`src/rtl/fu_issue_pkg.sv`:
```
package fu_issue_pkg;

    localparam int unsigned DEF_NUM_SRC = 2;
    localparam int unsigned DEF_TAG_W   = 5;

    typedef enum logic [1:0] {
        ST_IDLE = 2'd0,
        ST_WAIT = 2'd1,
        ST_READ = 2'd2,
        ST_EXEC = 2'd3
    } fu_state_e;

    function automatic logic tag_hit(input logic valid, input logic [31:0] a, input logic [31:0] b);
        return valid && (a == b);
    endfunction

endpackage

```
`src/rtl/fu_operand_tracker.sv`:
```
module fu_operand_tracker
    import fu_issue_pkg::*;
#(
    parameter int unsigned NUM_SRC = DEF_NUM_SRC,
    parameter int unsigned TAG_W   = DEF_TAG_W
) (
    input  logic                     clk,
    input  logic                     rst,
    input  logic                     load,
    input  logic [NUM_SRC*TAG_W-1:0] in_tags,
    input  logic [NUM_SRC-1:0]       in_pending,
    input  logic                     bc_valid,
    input  logic [TAG_W-1:0]         bc_tag,
    output logic [NUM_SRC*TAG_W-1:0] held_tags,
    output logic [NUM_SRC-1:0]       avail,
    output logic                     all_avail_next
);
    localparam int unsigned VEC_W = NUM_SRC * TAG_W;

    logic [NUM_SRC-1:0] avail_d;

    for (genvar i = 0; i < NUM_SRC; i++) begin : g_op
        logic [TAG_W-1:0] new_tag;
        logic [TAG_W-1:0] old_tag;
        assign new_tag = in_tags[i*TAG_W +: TAG_W];
        assign old_tag = held_tags[i*TAG_W +: TAG_W];
        always_comb begin
            if (load)
                avail_d[i] = !in_pending[i] || tag_hit(bc_valid, 32'(new_tag), 32'(bc_tag));
            else
                avail_d[i] = avail[i] || tag_hit(bc_valid, 32'(old_tag), 32'(bc_tag));
        end
    end

    assign all_avail_next = &avail_d;

    always_ff @(posedge clk) begin
        if (rst) begin
            held_tags <= '0;
            avail     <= '0;
        end else begin
            avail <= avail_d;
            if (load) held_tags <= in_tags;
        end
    end

    // Held tags only move on an accepted issue
    p_tags_hold_r2: assert property (@(posedge clk) disable iff (rst)
        !load |=> $stable(held_tags));
    // Availability is sticky between issues
    p_avail_sticky_r4: assert property (@(posedge clk) disable iff (rst)
        !load |=> ((avail & $past(avail)) == $past(avail)));

    logic [VEC_W-1:0] unused_w;
    assign unused_w = '0;
endmodule

```
`src/rtl/fu_issue_fsm.sv`:
```
module fu_issue_fsm
    import fu_issue_pkg::*;
(
    input  logic      clk,
    input  logic      rst,
    input  logic      flush,
    input  logic      issue_valid,
    input  logic      ops_ready_next,
    input  logic      go_read,
    input  logic      exec_done,
    output fu_state_e state,
    output logic      load
);
    fu_state_e state_d;

    assign load = (state == ST_IDLE) && issue_valid && !flush;

    always_comb begin
        state_d = state;
        if (flush) begin
            state_d = ST_IDLE;
        end else begin
            unique case (state)
                ST_IDLE: if (issue_valid) state_d = ops_ready_next ? ST_READ : ST_WAIT;
                ST_WAIT: if (ops_ready_next) state_d = ST_READ;
                ST_READ: if (go_read) state_d = ST_EXEC;
                ST_EXEC: if (exec_done) state_d = ST_IDLE;
                default: state_d = ST_IDLE;
            endcase
        end
    end

    always_ff @(posedge clk) begin
        if (rst) state <= ST_IDLE;
        else     state <= state_d;
    end

    p_flush_idle_r10: assert property (@(posedge clk) disable iff (rst)
        flush |=> (state == ST_IDLE));
    p_grant_leaves_read_r8: assert property (@(posedge clk) disable iff (rst)
        (state == ST_READ && go_read && !flush) |=> (state == ST_EXEC));
    p_done_idle_r9: assert property (@(posedge clk) disable iff (rst)
        (state == ST_EXEC && exec_done && !flush) |=> (state == ST_IDLE));
endmodule

```
`src/rtl/fu_read_port.sv`:
```
module fu_read_port
    import fu_issue_pkg::*;
#(
    parameter int unsigned NUM_SRC = DEF_NUM_SRC,
    parameter int unsigned TAG_W   = DEF_TAG_W
) (
    input  fu_state_e                state,
    input  logic                     go_read,
    input  logic                     flush,
    input  logic [NUM_SRC*TAG_W-1:0] held_tags,
    output logic [NUM_SRC*TAG_W-1:0] rf_src_idx,
    output logic                     cap_strobe
);
    logic grant;
    assign grant      = (state == ST_READ) && go_read && !flush;
    assign cap_strobe = grant;
    assign rf_src_idx = grant ? held_tags : '0;
endmodule

```
`src/rtl/fu_issue_ctrl.sv`:
```
module fu_issue_ctrl
    import fu_issue_pkg::*;
#(
    parameter int unsigned NUM_SRC = DEF_NUM_SRC,
    parameter int unsigned TAG_W   = DEF_TAG_W
) (
    input  logic                     clk,
    input  logic                     rst,
    input  logic                     flush,
    input  logic                     issue_valid,
    input  logic [NUM_SRC*TAG_W-1:0] issue_src_tags,
    input  logic [NUM_SRC-1:0]       issue_src_pending,
    output logic                     issue_ready,
    input  logic                     bcast_valid,
    input  logic [TAG_W-1:0]         bcast_tag,
    output logic                     rd_req,
    input  logic                     go_read,
    output logic [NUM_SRC*TAG_W-1:0] rf_src_idx,
    output logic                     cap_strobe,
    input  logic                     exec_done
);
    fu_state_e                state;
    logic                     load;
    logic                     ready_next;
    logic [NUM_SRC-1:0]       avail;
    logic [NUM_SRC*TAG_W-1:0] held_tags;

    fu_operand_tracker #(.NUM_SRC(NUM_SRC), .TAG_W(TAG_W)) u_track (
        .clk(clk), .rst(rst), .load(load),
        .in_tags(issue_src_tags), .in_pending(issue_src_pending),
        .bc_valid(bcast_valid), .bc_tag(bcast_tag),
        .held_tags(held_tags), .avail(avail), .all_avail_next(ready_next)
    );

    fu_issue_fsm u_fsm (
        .clk(clk), .rst(rst), .flush(flush), .issue_valid(issue_valid),
        .ops_ready_next(ready_next), .go_read(go_read), .exec_done(exec_done),
        .state(state), .load(load)
    );

    fu_read_port #(.NUM_SRC(NUM_SRC), .TAG_W(TAG_W)) u_rd (
        .state(state), .go_read(go_read), .flush(flush), .held_tags(held_tags),
        .rf_src_idx(rf_src_idx), .cap_strobe(cap_strobe)
    );

    assign issue_ready = (state == ST_IDLE);
    assign rd_req      = (state == ST_READ);

    // Request only with every operand flag set
    p_req_needs_ops_r5: assert property (@(posedge clk) disable iff (rst)
        rd_req |-> (&avail));
    // Strobe only while requesting
    p_strobe_in_req_r7: assert property (@(posedge clk) disable iff (rst)
        cap_strobe |-> rd_req);
    // One capture per grant
    p_single_capture_r8: assert property (@(posedge clk) disable iff (rst)
        cap_strobe |=> !cap_strobe);
    // Accepted issue leaves idle
    p_issue_leaves_idle_r2: assert property (@(posedge clk) disable iff (rst)
        (issue_ready && issue_valid && !flush) |=> !issue_ready);
endmodule

```
`config.mk`:
```
export PLATFORM = sky130hd
export DESIGN_NAME = fu_issue_ctrl
export DESIGN_NICKNAME = d
export VERILOG_FILES = /design/src/rtl/fu_issue_pkg.sv /design/src/rtl/fu_operand_tracker.sv /design/src/rtl/fu_issue_fsm.sv /design/src/rtl/fu_read_port.sv /design/src/rtl/fu_issue_ctrl.sv
export SDC_FILE = /design/constraint.sdc
export NUM_CORES = 1
export LEC_CHECK = 0
export ABC_AREA = 1
export CAP_MARGIN = 40
export CORE_MARGIN = 4
export CORE_UTILIZATION = 29
export CTS_CLUSTER_DIAMETER = 200
export DETAILED_ROUTE_END_ITERATION = 12
export PLACE_DENSITY = 0.57
export SLEW_MARGIN = 10
export SYNTH_ARGS = -nofsm -noshare
export SYNTH_HDL_FRONTEND = slang
export SYNTH_SLANG_ARGS = --single-unit
export TNS_END_PERCENT = 20
```
`constraint.sdc`:
```
create_clock -name clk -period 1.67 [get_ports clk]
set_clock_uncertainty 0.15 [all_clocks]
set_input_delay 0.167 -clock clk [delete_from_list [all_inputs] [get_ports clk]]
set_output_delay 0.167 -clock clk [all_outputs]
set_load 0.005 [all_outputs]
```
* After elaboration in Yosys (flattened, before gate mapping) *
Cells that the tools add are included.
Widths: inputs -> output; s select.

operators by class
  reductions and logical operators = 19
  mux-type cells = 9
  eq/ne operators = 11

operator list
  kind                count
  $eq 5x5->1          4
  $mux 10             1
  $mux 2              5
  $logic_and 1x1->1   8
  $pmux 2 s4          1
  $eq 2x2->1 const B  2
  $logic_or 1x1->1    4
  $ne 2x1->1 const B  2
  $ne 2x2->1 const B  2
  $reduce_and 4->1    1
  $logic_not 1->1     3
  $eq 2x1->1 const B  1
  $logic_not 2->1     1
  $mux 1              2
  $reduce_and 2->1    1
  $reduce_or 2->1     1

word-level totals
  bits of input ports = 24
  output and inout bits = 13
  register bits = 14

* Depth between registers and ports, before layout *
Gate-level depths: netlist (run 1).

  word-level depth = 8
  depth in mapped cells = 12
  depth with buffers taken out = 12

* By module *
A second synthesis (run 1) with hierarchy kept.

second synthesis, totals
  cells, all modules = 212
  area, all modules = 1171.1 um2

by module, submodules not included
  module              instances  cells each  area each (um2)
  fu_operand_tracker  1          147         795.8
  fu_issue_fsm        1          36          229.0
  fu_read_port        1          26          132.6
  fu_issue_ctrl       1          3           13.8

* Least setup slack after synthesis (run 1) *
Ideal clock, no wire load.

  kind = register -> register
  from = reg u_fsm.state[0]
  to = reg u_fsm.state[1]
  cell stages (with the launch flop) = 13
  data required time = 1407 ps
  slack = 64 ps
  setup time = 113 ps
  arrival time = 1344 ps
  path through = dfxtp_1 -> inv_1 -> ha_1 -> nand3_2 -> clkinv_1 -> nor2_1 -> nand2_2 -> nand2_4 -> nor2_1 -> nand2_1 -> nand2_1 -> nor2_1 -> nor2_1

on the way
  longest elaborated chain between the ends = 8
  elaborated cells between the ends (all ways) = 17
  classes of those cells = 7 x eq/ne; 5 x mux; 5 x reduce/logical

RTL lines
  what                             line                      text
  start, declared                  fu_issue_fsm.sv:11        output fu_state_e state,
  start signal, assigned           fu_issue_fsm.sv:35        else state <= state_d;
  $logic_not 2->1 *                n/a
  net issue_ready                  fu_issue_ctrl.sv:13       output logic issue_ready,
  $logic_and 1x1->1 (2 in series)  fu_issue_fsm.sv:16        assign load = (state == ST_IDLE) && issue_valid && !flush;
  $mux 1                           fu_operand_tracker.sv:28  if (load)
  $reduce_and 2->1                 fu_operand_tracker.sv:35  assign all_avail_next = &avail_d;
  $mux 2 (2 in series)             fu_issue_fsm.sv:24        ST_IDLE: if (issue_valid) state_d = ops_ready_next ? ST_READ : ST_WAIT;
  $pmux 2 s4                       fu_issue_fsm.sv:23        unique case (state)

Mark *: on every way through the listed nets, which the timed path passes. The rest lies on a longest branch. The select of a mux whose other input is x is not followed.
A chain may end at the register's enable or synchronous reset.

* Final worst setup path (run 1) *
  from = reg u_fsm.state[0]
  to = reg u_fsm.state[1]

on the way
  longest elaborated chain between the ends = 8
  elaborated cells between the ends (all ways) = 17
  classes of those cells = 7 x eq/ne; 5 x mux; 5 x reduce/logical

RTL lines
  what                             line
  $logic_not 2->1                  fu_issue_fsm.sv:16, fu_issue_fsm.sv:23
  $logic_and 1x1->1 (2 in series)  fu_issue_fsm.sv:16
  $mux 1                           fu_operand_tracker.sv:28
  $reduce_and 2->1                 fu_operand_tracker.sv:35
  $mux 2 (2 in series)             fu_issue_fsm.sv:24
  $pmux 2 s4                       fu_issue_fsm.sv:23

Several ways; a longest one is shown, not always the timed one. The select of a mux whose other input is x is not followed.

==> qor.txt, run 1 <==
Slew HR = 80.35%
Crit-path slowest cell = dfxtp_2
cell area after synthesis = 0.001086 mm2
Hold-fix buffers, CTS = 0
CP Cell Sequence = inv_2, buf_6, ha_4, nand3_4, inv_4, nor2_2, nand2_2, nand2_2, o21ai_2, nand2_2, nor2_1, nor2_2
CTS buffer count = 3
min-delay src = u_track.held_tags[8]$_SDFFE_PP0N_
largest net degree at the start of global routing = 21
clock root cell = clkbuf_8
Final Max Slew Viols = 0
nets = 278
DIE WIDTH = 69.20 um
critical path data required time = 1.66 ns
Worst Hold End = u_track.held_tags[8]$_SDFFE_PP0N_
filler instances = 374
min Tclk post-route = 1.653 ns
worst r2r dst = u_fsm.state[1]$_SDFFE_PP0P_
Initial DRC Count = 51
IO buf count = 36
Multi-input gate area = 745.7 um2
Syn Nets = 221
placed inst area = 0.001594 mm2
status = complete, no violations
yosys warns = 0
core area = 0.003468 mm2
vias per inst = 4.323
CP bufs+invs = 3
cells after synthesis = 192
H-tree levels = 1
first-pass GRT wire length = 5368 um
area grow syn2layout = 61.98%
HP Class = flop to flop
Final Setup Violations = 0
clk sink count = 14
Fmax = 604.9 MHz
Worst-Skew Late Latency = 0.25 ns
layout cells sized above 1 = 26.61%
gp weighted congestion = 0.7915
CTS tree = built
CTS Buffer Depth = 2
RSZ-0062 raised after global routing = yes
worst vdd ir = 0.0003620 V
# IOs = 37
Final Core Density = 50.72%
hpwl dp = 2401 um
Post-route DRC = 0
clk slew on worst S/H paths = 0.06 ns
RR Startpoint = u_fsm.state[0]$_SDFFE_PP0P_
Synth cell types = 19
CP startpoint kind = flop
Initial Util = 31.31%
GRT Total Usage = 13.56%
Yosys reg bits = 14
Reg area = 282.8 um2
Setup CP Type = flop to flop
setup_tns = 0 ns
slowest stage delay, CP = 0.33 ns
Die Footprint = 0.004788 mm2
r2r setup slk = 0.02 ns
Worst Hold Depth = 2
Power Dens Cells = 632.3 mW/mm2
vias = 1,271
Worst path top cell family by delay = simple AND/OR/NAND/NOR gates
post-route cell area = 0.001759 mm2
WHS = 0.3605 ns
Tcrit/Tclk final = 98.99%
Die Ht = 69.20 um
final cell count without fillers = 294
wire per inst = 11.05 um
# diodes = 0
initial antenna violation count = 0
post-synthesis sequential area ratio = 25.81%
R2R depth = 12
1st-pass router iterations = 4
CP dominant cell by count = nand2_2
Synth Area per Inst = 5.656 um2
Worst EP arrival = 1.64 ns
Critical Path End Type = flop
Tightest Pin Transition = 0.2943 ns
WL final = 3249 um
crit path max fanout = 4
LEAKAGE = 0.9182 nW
placed insts = 284
number of global-route vias before repair = 1,156
# rows = 21
Fin. Hold Viols = 0
# Max-Cap Violations = 0
Overflow after GRT = 0
Routed Antenna Nets = 0
[report_power, final]
group	switching, mW	total, mW	leakage, nW	internal [mW]
Sequential	0.0162	0.381	0.116	0.365
Clock	0.127	0.336	0.0288	0.209
Combinational	0.202	0.395	0.773	0.193
[stage by stage]
| stage | total power, mW | setup slack, ns |
|---|---|---|
| finish | 1.112 | 0.01684 |
| global route | 1.192 | -0.1214 |
| CTS | 1.085 | -0.09241 |
| detailed placement | 0.7299 | -0.2669 |
| global placement | 0.7310 | -0.2364 |
| floorplan | 0.5717 | 0.06377 |
[worst max-delay path by stage]
stage	slack (ns)	from	endpoint	cells after the start
3_5_place_dp	-0.27	bcast_tag[4]	u_fsm.state[1]$_SDFFE_PP0P_	13
5_1_grt	-0.12	u_fsm.state[0]$_SDFFE_PP0P_	u_fsm.state[1]$_SDFFE_PP0P_	13
3_3_place_gp	-0.24	bcast_tag[4]	u_fsm.state[1]$_SDFFE_PP0P_	13
2_1_floorplan	0.06	u_fsm.state[0]$_SDFFE_PP0P_	u_fsm.state[1]$_SDFFE_PP0P_	12
4_1_cts	-0.09	u_fsm.state[0]$_SDFFE_PP0P_	rf_src_idx[1]	7
6_report	0.02	u_fsm.state[0]$_SDFFE_PP0P_	u_fsm.state[1]$_SDFFE_PP0P_	12
[registers in the layout (all words and copies together) (netlist names)]
register and flops:
u_track.held_tags 10, u_track.avail 2, u_fsm.state 2
[cells in the final DEF, fill, tap and decap left out]
cell type / count
dlymetal6s2s_1: 4
inv_1: 26
nor2_4: 1
inv_2: 6
o21ai_1: 3
ha_1: 3
dlygate4sd2_1: 2
nand3_1: 4
nor2_2: 9
a211oi_2: 3
a211oi_1: 7
o21ai_0: 2
nor2_1: 38
dfxtp_2: 2
clkbuf_8: 4
buf_4: 17
buf_6: 2
buf_8: 1
nand2_2: 4
buf_2: 9
o21ai_2: 1
clkdlybuf4s15_1: 2
dfxtp_1: 12
inv_4: 1
o22ai_1: 1
ha_4: 2
a21oi_2: 1
nand2_4: 1
nand2_1: 58
nand3_4: 2
clkinv_1: 1
clkdlybuf4s50_1: 19
[worst register-to-register path, delay by kind of cell, from the launching register on]
family          cells  cell delay (ns)
fa+ha+maj           1             0.15
compound gates      1             0.14
flops               1             0.33
buf+inv             3             0.27
simple gates        7             0.52
[cells in the mapped netlist]
| cell | number | area (um2) |
|---|---|---|
| o21ai_2 | 1 | 8.760 |
| ha_1 | 5 | 62.56 |
| inv_1 | 27 | 101.4 |
| nand2_2 | 4 | 25.02 |
| nand3_1 | 5 | 25.02 |
| a211oi_1 | 10 | 75.07 |
| nand2_4 | 1 | 11.26 |
| inv_2 | 5 | 18.77 |
| dfxtp_1 | 14 | 280.3 |
| o21ai_1 | 3 | 15.01 |
| nor2_1 | 45 | 168.9 |
| o21ai_0 | 2 | 10.01 |
| clkbuf_1 | 4 | 15.01 |
| o22ai_1 | 1 | 6.260 |
| nand2_1 | 58 | 217.7 |
| a21oi_2 | 1 | 8.760 |
| nand3_2 | 1 | 10.01 |
| clkinv_1 | 2 | 7.510 |
| nor2_2 | 3 | 18.77 |
[logic make-up after synthesis]
logic type               after synthesis  share of synthesized area, %
AO/OA/AOI/OAI                         18                         11.41
flip-flops                            14                         25.81
adder cells (fa/ha/maj)                5                         5.760
AND/OR/NAND/NOR                      117                         43.89
buffers and inverters                 38                         13.13
[layout make-up]
class,instances,area share [%]
Timing Repair Buffer,56,27.74
Multi-Input combinational cell,140,42.39
Clock buffer,4,3.129
Inverter,34,7.397
Tap cell,46,3.272
Sequential cell,14,16.07
[routing by layer]
| layer | share of wire, % | vias up | GRT usage, % | wire, um |
|---|---|---|---|---|
| met5 | 0 | - | 0 | 0 |
| met4 | 0.92 | 0 | 2.603 | 30 |
| met3 | 4.8 | 2 | 3.478 | 156 |
| met2 | 45 | 35 | 20.97 | 1474 |
| met1 | 49 | 541 | 18.99 | 1587 |
| li1 | - | 693 | - | - |
[what timing repair did]
action / 4_1_cts / 5_1_grt
buffers inserted: 5 / 2
pin swaps: 1 / 2
gates resized for setup: 45 / 29
setup endpoints to repair: 15 / 25
No activity file was read; power rests on OpenSTA's default activity.
==> inputs of run 2 (changes only) <==
Settings changed: CORE_UTILIZATION 29 to 38, PLACE_DENSITY 0.57 to 0.71.
==> qor.txt, run 2 (synthesized netlist as in run 1, its figures left out) <==
status = complete, but fails checks (was complete, no violations)
failing checks = negative setup slack
largest register by flop count = u_track.held_tags (unchanged)
Die Ht = 61.46 um (was 69.20 um)
IO buf count = 36 (unchanged)
Fin. Hold Viols = 0 (unchanged)
number of global-route vias before repair = 1,176 (was 1,156)
DIE WIDTH = 61.46 um (was 69.20 um)
GRT Total Usage = 17.29% (was 13.56%)
Overflow after GRT = 0 (unchanged)
nets = 280 (was 278)
# diodes = 0 (unchanged)
placed insts = 269 (was 284)
min Tclk post-route = 1.706 ns (was 1.653 ns)
area grow syn2layout = 62.44% (was 61.98%)
Largest register FFs = 10 (unchanged)
Setup CP Type = flop to flop (unchanged)
Critical Path End Type = flop (unchanged)
Tot Pwr = 0.9902 mW (was 1.112 mW)
RSZ-0062 raised after global routing = yes (unchanged)
Fmax = 586.2 MHz (was 604.9 MHz)
Hold-fix buffers, CTS = 0 (unchanged)
critical path data required time = 1.74 ns (was 1.66 ns)
Worst-Skew Late Latency = 0.28 ns (was 0.25 ns)
first-pass GRT wire length = 4795 um (was 5368 um)
Final Setup Violations = 3 (was 0)
gp weighted congestion = 0.8456 (was 0.7915)
Slew HR = 83.68% (was 80.35%)
wire per inst = 11.53 um (was 11.05 um)
R2R depth = 12 (unchanged)
clock root cell = clkbuf_4 (was clkbuf_8)
layout cells sized above 1 = 29.72% (was 26.61%)
Worst EP arrival = 1.77 ns (was 1.64 ns)
core area = 0.002734 mm2 (was 0.003468 mm2)
HP Class = input pin to flop (was flop to flop)
vias per inst = 4.821 (was 4.323)
LEAKAGE = 0.9028 nW (was 0.9182 nW)
fin worst setup slack = -0.03584 ns (was 0.01684 ns)
setup_tns = -0.06529 ns (was 0 ns)
1st-pass router iterations = 4 (unchanged)
H-tree levels = 1 (unchanged)
CTS Buffer Depth = 2 (unchanged)
hpwl dp = 2367 um (was 2401 um)
clk slew on worst S/H paths = 0.08 ns (was 0.06 ns)
CTS tree = built (unchanged)
DP Worst Slack = -0.2215 ns (was -0.2669 ns)
r2r setup slk = -0.04 ns (was 0.02 ns)
post-route cell area = 0.001764 mm2 (was 0.001759 mm2)
largest net degree at the start of global routing = 15 (was 21)
worst vdd ir = 0.0004166 V (was 0.0003620 V)
Top Registers = u_track.held_tags (10), u_fsm.state (2), u_track.avail (2) (unchanged)
crit path max fanout = 5 (was 4)
Power Dens Cells = 561.3 mW/mm2 (was 632.3 mW/mm2)
WL final = 3227 um (was 3249 um)
most common cell after layout, fill and taps aside = nand2_1 (unchanged)
# IOs = 37 (unchanged)
clk sink count = 14 (unchanged)
commonest cells after routing, fill and taps aside = 55 x nand2_1, 32 x nor2_1, 26 x inv_1 (was 58 x nand2_1, 38 x nor2_1, 26 x inv_1)
Tightest Pin Transition = 0.2440 ns (was 0.2943 ns)
CP startpoint kind = flop (unchanged)
final cell count without fillers = 280 (was 294)
Final Max Slew Viols = 0 (unchanged)
Die Footprint = 0.003777 mm2 (was 0.004788 mm2)
Initial DRC Count = 50 (was 51)
placed inst area = 0.001575 mm2 (was 0.001594 mm2)
CTS buffer count = 3 (unchanged)
vias = 1,350 (was 1,271)
Worst Hold Depth = 3 (was 2)
# rows = 19 (was 21)
Initial Util = 39.73% (was 31.31%)
Tcrit/Tclk final = 102.1% (was 98.99%)
initial antenna violation count = 0 (unchanged)
# Max-Cap Violations = 0 (unchanged)
Routed Antenna Nets = 0 (unchanged)
Post-route DRC = 0 (unchanged)
==> run 2: cell count changes in the layout (fill, tap and decap cells not counted), sizes merged <==
cell,change
dlymetal6s2s,-1
clkbuf,+1
clkdlybuf4s50,+1
buf,+1
dlygate4sd2,-1
==> run 2: layer usage <==
| layer | vias up | global-route usage [%] | part of all wire (%) |
|---|---|---|---|
| met2 | 42 | 29.00 | 46 |
| met5 | - | 0 | 0 |
| met3 | 13 | 2.725 | 5.7 |
| met4 | 0 | 8.788 | 3.1 |
| met1 | 598 | 21.33 | 45 |
| li1 | 697 | - | - |
==> run 2: report_power, final <==
part | total, mW | internal (mW) | switching, mW
clock | 0.195 | 0.0837 | 0.111
combinational | 0.414 | 0.193 | 0.221
sequential | 0.382 | 0.364 | 0.0175
==> run 2: path summary, 6_finish.rpt <==
| check | startpoint | endpoint |
|---|---|---|
| max reg2reg | u_fsm.state[0]$_SDFFE_PP0P_ | u_fsm.state[0]$_SDFFE_PP0P_ |
| min reg2reg | u_track.held_tags[9]$_SDFFE_PP0N_ | u_track.held_tags[9]$_SDFFE_PP0N_ |
| min | issue_src_tags[1] | u_track.held_tags[1]$_SDFFE_PP0N_ |
| max | u_fsm.state[0]$_SDFFE_PP0P_ | u_fsm.state[0]$_SDFFE_PP0P_ |
==> run 2: final cells by class <==
class	instances	area, um2
multi-input cells	140	783.3
flip-flops and latches	14	282.8
inverters	34	132.6
clock buffers	3	22.52
fillers	259	969.7
well taps	31	38.79
repair buffers	58	504.2
==> run 2: through the flow <==
step / hold slack [ns] / util, %
final: 0.3685 / 64.53
after global placement: 0.3470 / 57.62
after detailed placement: 0.3454 / 57.62
after global routing: 0.3695 / 64.53
after CTS: 0.3593 / 60.27
after floorplan: 0.09547 / -
==> run 2: critical path: stages (launching register included) <==
cell,delay [ns]
dfxtp_2,0.36
inv_4,0.05
buf_6,0.11
ha_4,0.16
nand3_4,0.09
nor2_1,0.07
nand2_1,0.12
nand2_4,0.08
o21ai_4,0.16
nand2_4,0.09
nand2_2,0.08
nand2_2,0.04
nor2_1,0.09
==> run 2: timing repair <==
action	4_1_cts	5_1_grt
buffers inserted	6	2
pin swaps	3	11
endpoints found under the setup margin	15	15
resized for setup	52	37
==> inputs of run 3 (changes only) <==
Settings changed: SKIP_CTS_REPAIR_TIMING set to 1, SKIP_LAST_GASP set to 1.
==> qor.txt, run 3 (synthesized netlist as in run 1, its figures left out) <==
status = complete, but fails checks (unchanged)
# diodes = 0 (unchanged)
Fin. Hold Viols = 0 (unchanged)
wire per inst = 10.82 um (was 11.53 um)
Critical Path Sink = issue_ready (was u_fsm.state[0]$_SDFFE_PP0P_)
worst vdd ir = 0.0004017 V (was 0.0004166 V)
largest register by flop count = u_track.held_tags (unchanged)
Initial Util = 39.73% (unchanged)
CTS Buffer Depth = 2 (unchanged)
area grow syn2layout = 54.03% (was 62.44%)
layout cells sized above 1 = 18.29% (was 29.72%)
1st-pass router iterations = 6 (was 4)
nets = 277 (was 280)
Die Ht = 61.46 um (unchanged)
GRT Total Usage = 16.52% (was 17.29%)
vias per inst = 4.715 (was 4.821)
Top Registers = u_track.held_tags (10), u_fsm.state (2), u_track.avail (2) (unchanged)
CTS buffer count = 3 (unchanged)
Initial DRC Count = 60 (was 50)
critical path data required time = 1.35 ns (was 1.74 ns)
first-pass GRT wire length = 4560 um (was 4795 um)
Critical Path End Type = output pin (was flop)
Routed Antenna Nets = 0 (unchanged)
WL final = 2998 um (was 3227 um)
fin worst setup slack = -0.1807 ns (was -0.03584 ns)
largest net degree at the start of global routing = 15 (unchanged)
Slew HR = 83.75% (was 83.68%)
clk sink count = 14 (unchanged)
Crit. Startpoint = u_fsm.state[0]$_SDFFE_PP0P_ (unchanged)
failing checks = negative setup slack (unchanged)
Worst-Skew Late Latency = 0.29 ns (was 0.28 ns)
post-route cell area = 0.001673 mm2 (was 0.001764 mm2)
H-tree levels = 1 (unchanged)
hpwl dp = 2367 um (unchanged)
Tightest Pin Transition = 0.2429 ns (was 0.2440 ns)
clock root cell = clkbuf_4 (unchanged)
worst r2r dst = u_fsm.state[0]$_SDFFE_PP0P_ (unchanged)
r2r setup slk = -0.09 ns (was -0.04 ns)
Tcrit/Tclk final = 110.8% (was 102.1%)
most common cell after layout, fill and taps aside = nand2_1 (unchanged)
core area = 0.002734 mm2 (unchanged)
RSZ-0062 raised after global routing = yes (unchanged)
min Tclk post-route = 1.851 ns (was 1.706 ns)
clk slew on worst S/H paths = 0.08 ns (about the same)
Overflow after GRT = 0 (unchanged)
DIE WIDTH = 61.46 um (unchanged)
commonest cells after routing, fill and taps aside = 58 x nand2_1, 44 x nor2_1, 26 x inv_1 (was 55 x nand2_1, 32 x nor2_1, 26 x inv_1)
IO buf count = 36 (unchanged)
Power Dens Cells = 554.6 mW/mm2 (was 561.3 mW/mm2)
# IOs = 37 (unchanged)
CTS tree = built (unchanged)
placed insts = 269 (unchanged)
Final Setup Violations = 12 (was 3)
initial antenna violation count = 0 (unchanged)
Fmax = 540.3 MHz (was 586.2 MHz)
gp weighted congestion = 0.8456 (unchanged)
Worst EP arrival = 1.53 ns (was 1.77 ns)
crit path max fanout = 4 (was 5)
# Max-Cap Violations = 0 (unchanged)
# rows = 19 (unchanged)
Setup CP Type = flop to output pin (was flop to flop)
R2R depth = 11 (was 12)
CP startpoint kind = flop (unchanged)
number of global-route vias before repair = 1,112 (was 1,176)
final cell count without fillers = 277 (was 280)
RR Startpoint = u_fsm.state[0]$_SDFFE_PP0P_ (unchanged)
Final Max Slew Viols = 0 (unchanged)
Largest register FFs = 10 (unchanged)
LEAKAGE = 0.9853 nW (was 0.9028 nW)
Post-route DRC = 0 (unchanged)
Die Footprint = 0.003777 mm2 (unchanged)
vias = 1,306 (was 1,350)
HP Class = flop to flop (was input pin to flop)
placed inst area = 0.001575 mm2 (unchanged)
-- run 3: changes by cell type in the layout (fill, tap and decap cells not counted), sizes merged, moves of 2 or more --
cell	delta
dlymetal6s2s	+6
buf	-10
clkdlybuf4s50	+5
clkdlybuf4s15	-2
-- run 3: routing by layer --
| metal | GRT usage [%] | share of wire [%] | vias to the layer above |
|---|---|---|---|
| met5 | 0 | 0 | - |
| met4 | 8.182 | 2.6 | 0 |
| met3 | 2.516 | 6.4 | 9 |
| met2 | 26.44 | 44 | 34 |
| met1 | 21.58 | 47 | 567 |
| li1 | - | - | 696 |
-- run 3: layout make-up --
type,count,area [um2]
fillers,271,1061
inverters,34,127.6
clock buffers,3,22.52
multi-input cells,140,683.2
well taps,31,38.79
flip-flops and latches,14,281.5
repair buffers,55,519.2
-- run 3: critical path, cell delays in order (launching register included) --
cell	delay, ns
dfxtp_1	0.32
inv_2	0.10
ha_1	0.21
buf_4	0.13
clkdlybuf4s50_1	0.49
-- run 3: worst min-delay path by stage --
stage | start | endpoint | slack (ns) | cells after the start
2_1_floorplan | rst | u_track.held_tags[1]$_SDFFE_PP0N_ | 0.1 | 1
3_3_place_gp | u_track.held_tags[0]$_SDFFE_PP0N_ | u_track.held_tags[0]$_SDFFE_PP0N_ | 0.35 | 2
3_5_place_dp | u_track.held_tags[2]$_SDFFE_PP0N_ | u_track.held_tags[2]$_SDFFE_PP0N_ | 0.35 | 2
4_1_cts | u_track.held_tags[0]$_SDFFE_PP0N_ | u_track.held_tags[0]$_SDFFE_PP0N_ | 0.36 | 2
5_1_grt | issue_src_tags[9] | u_track.held_tags[9]$_SDFFE_PP0N_ | 0.36 | 3
6_report | u_track.held_tags[2]$_SDFFE_PP0N_ | u_track.held_tags[2]$_SDFFE_PP0N_ | 0.36 | 2
-- run 3: where the power goes --
group / switching (mW) / internal (mW)
clock network: 0.110 / 0.0839
logic: 0.187 / 0.170
registers: 0.0142 / 0.363
-- run 3: stage by stage --
| step | worst slack [ns] | total power, mW | hold WS (ns) | utilization (%) | TNS, ns |
|---|---|---|---|---|---|
| 4_1_cts | -0.4364 | 0.9161 | 0.3593 | 58.44 | -5.130 |
| 3_5_place_dp | -0.2215 | 0.7254 | 0.3454 | 57.62 | -2.605 |
| 5_1_grt | -0.2899 | 0.9888 | 0.3638 | 61.19 | -2.123 |
| 3_3_place_gp | -0.2085 | 0.7236 | 0.3470 | 57.62 | -2.560 |
| 6_report | -0.1807 | 0.9277 | 0.3574 | 61.19 | -1.027 |
| 2_1_floorplan | 0.06377 | 0.5717 | 0.09547 | - | 0 |
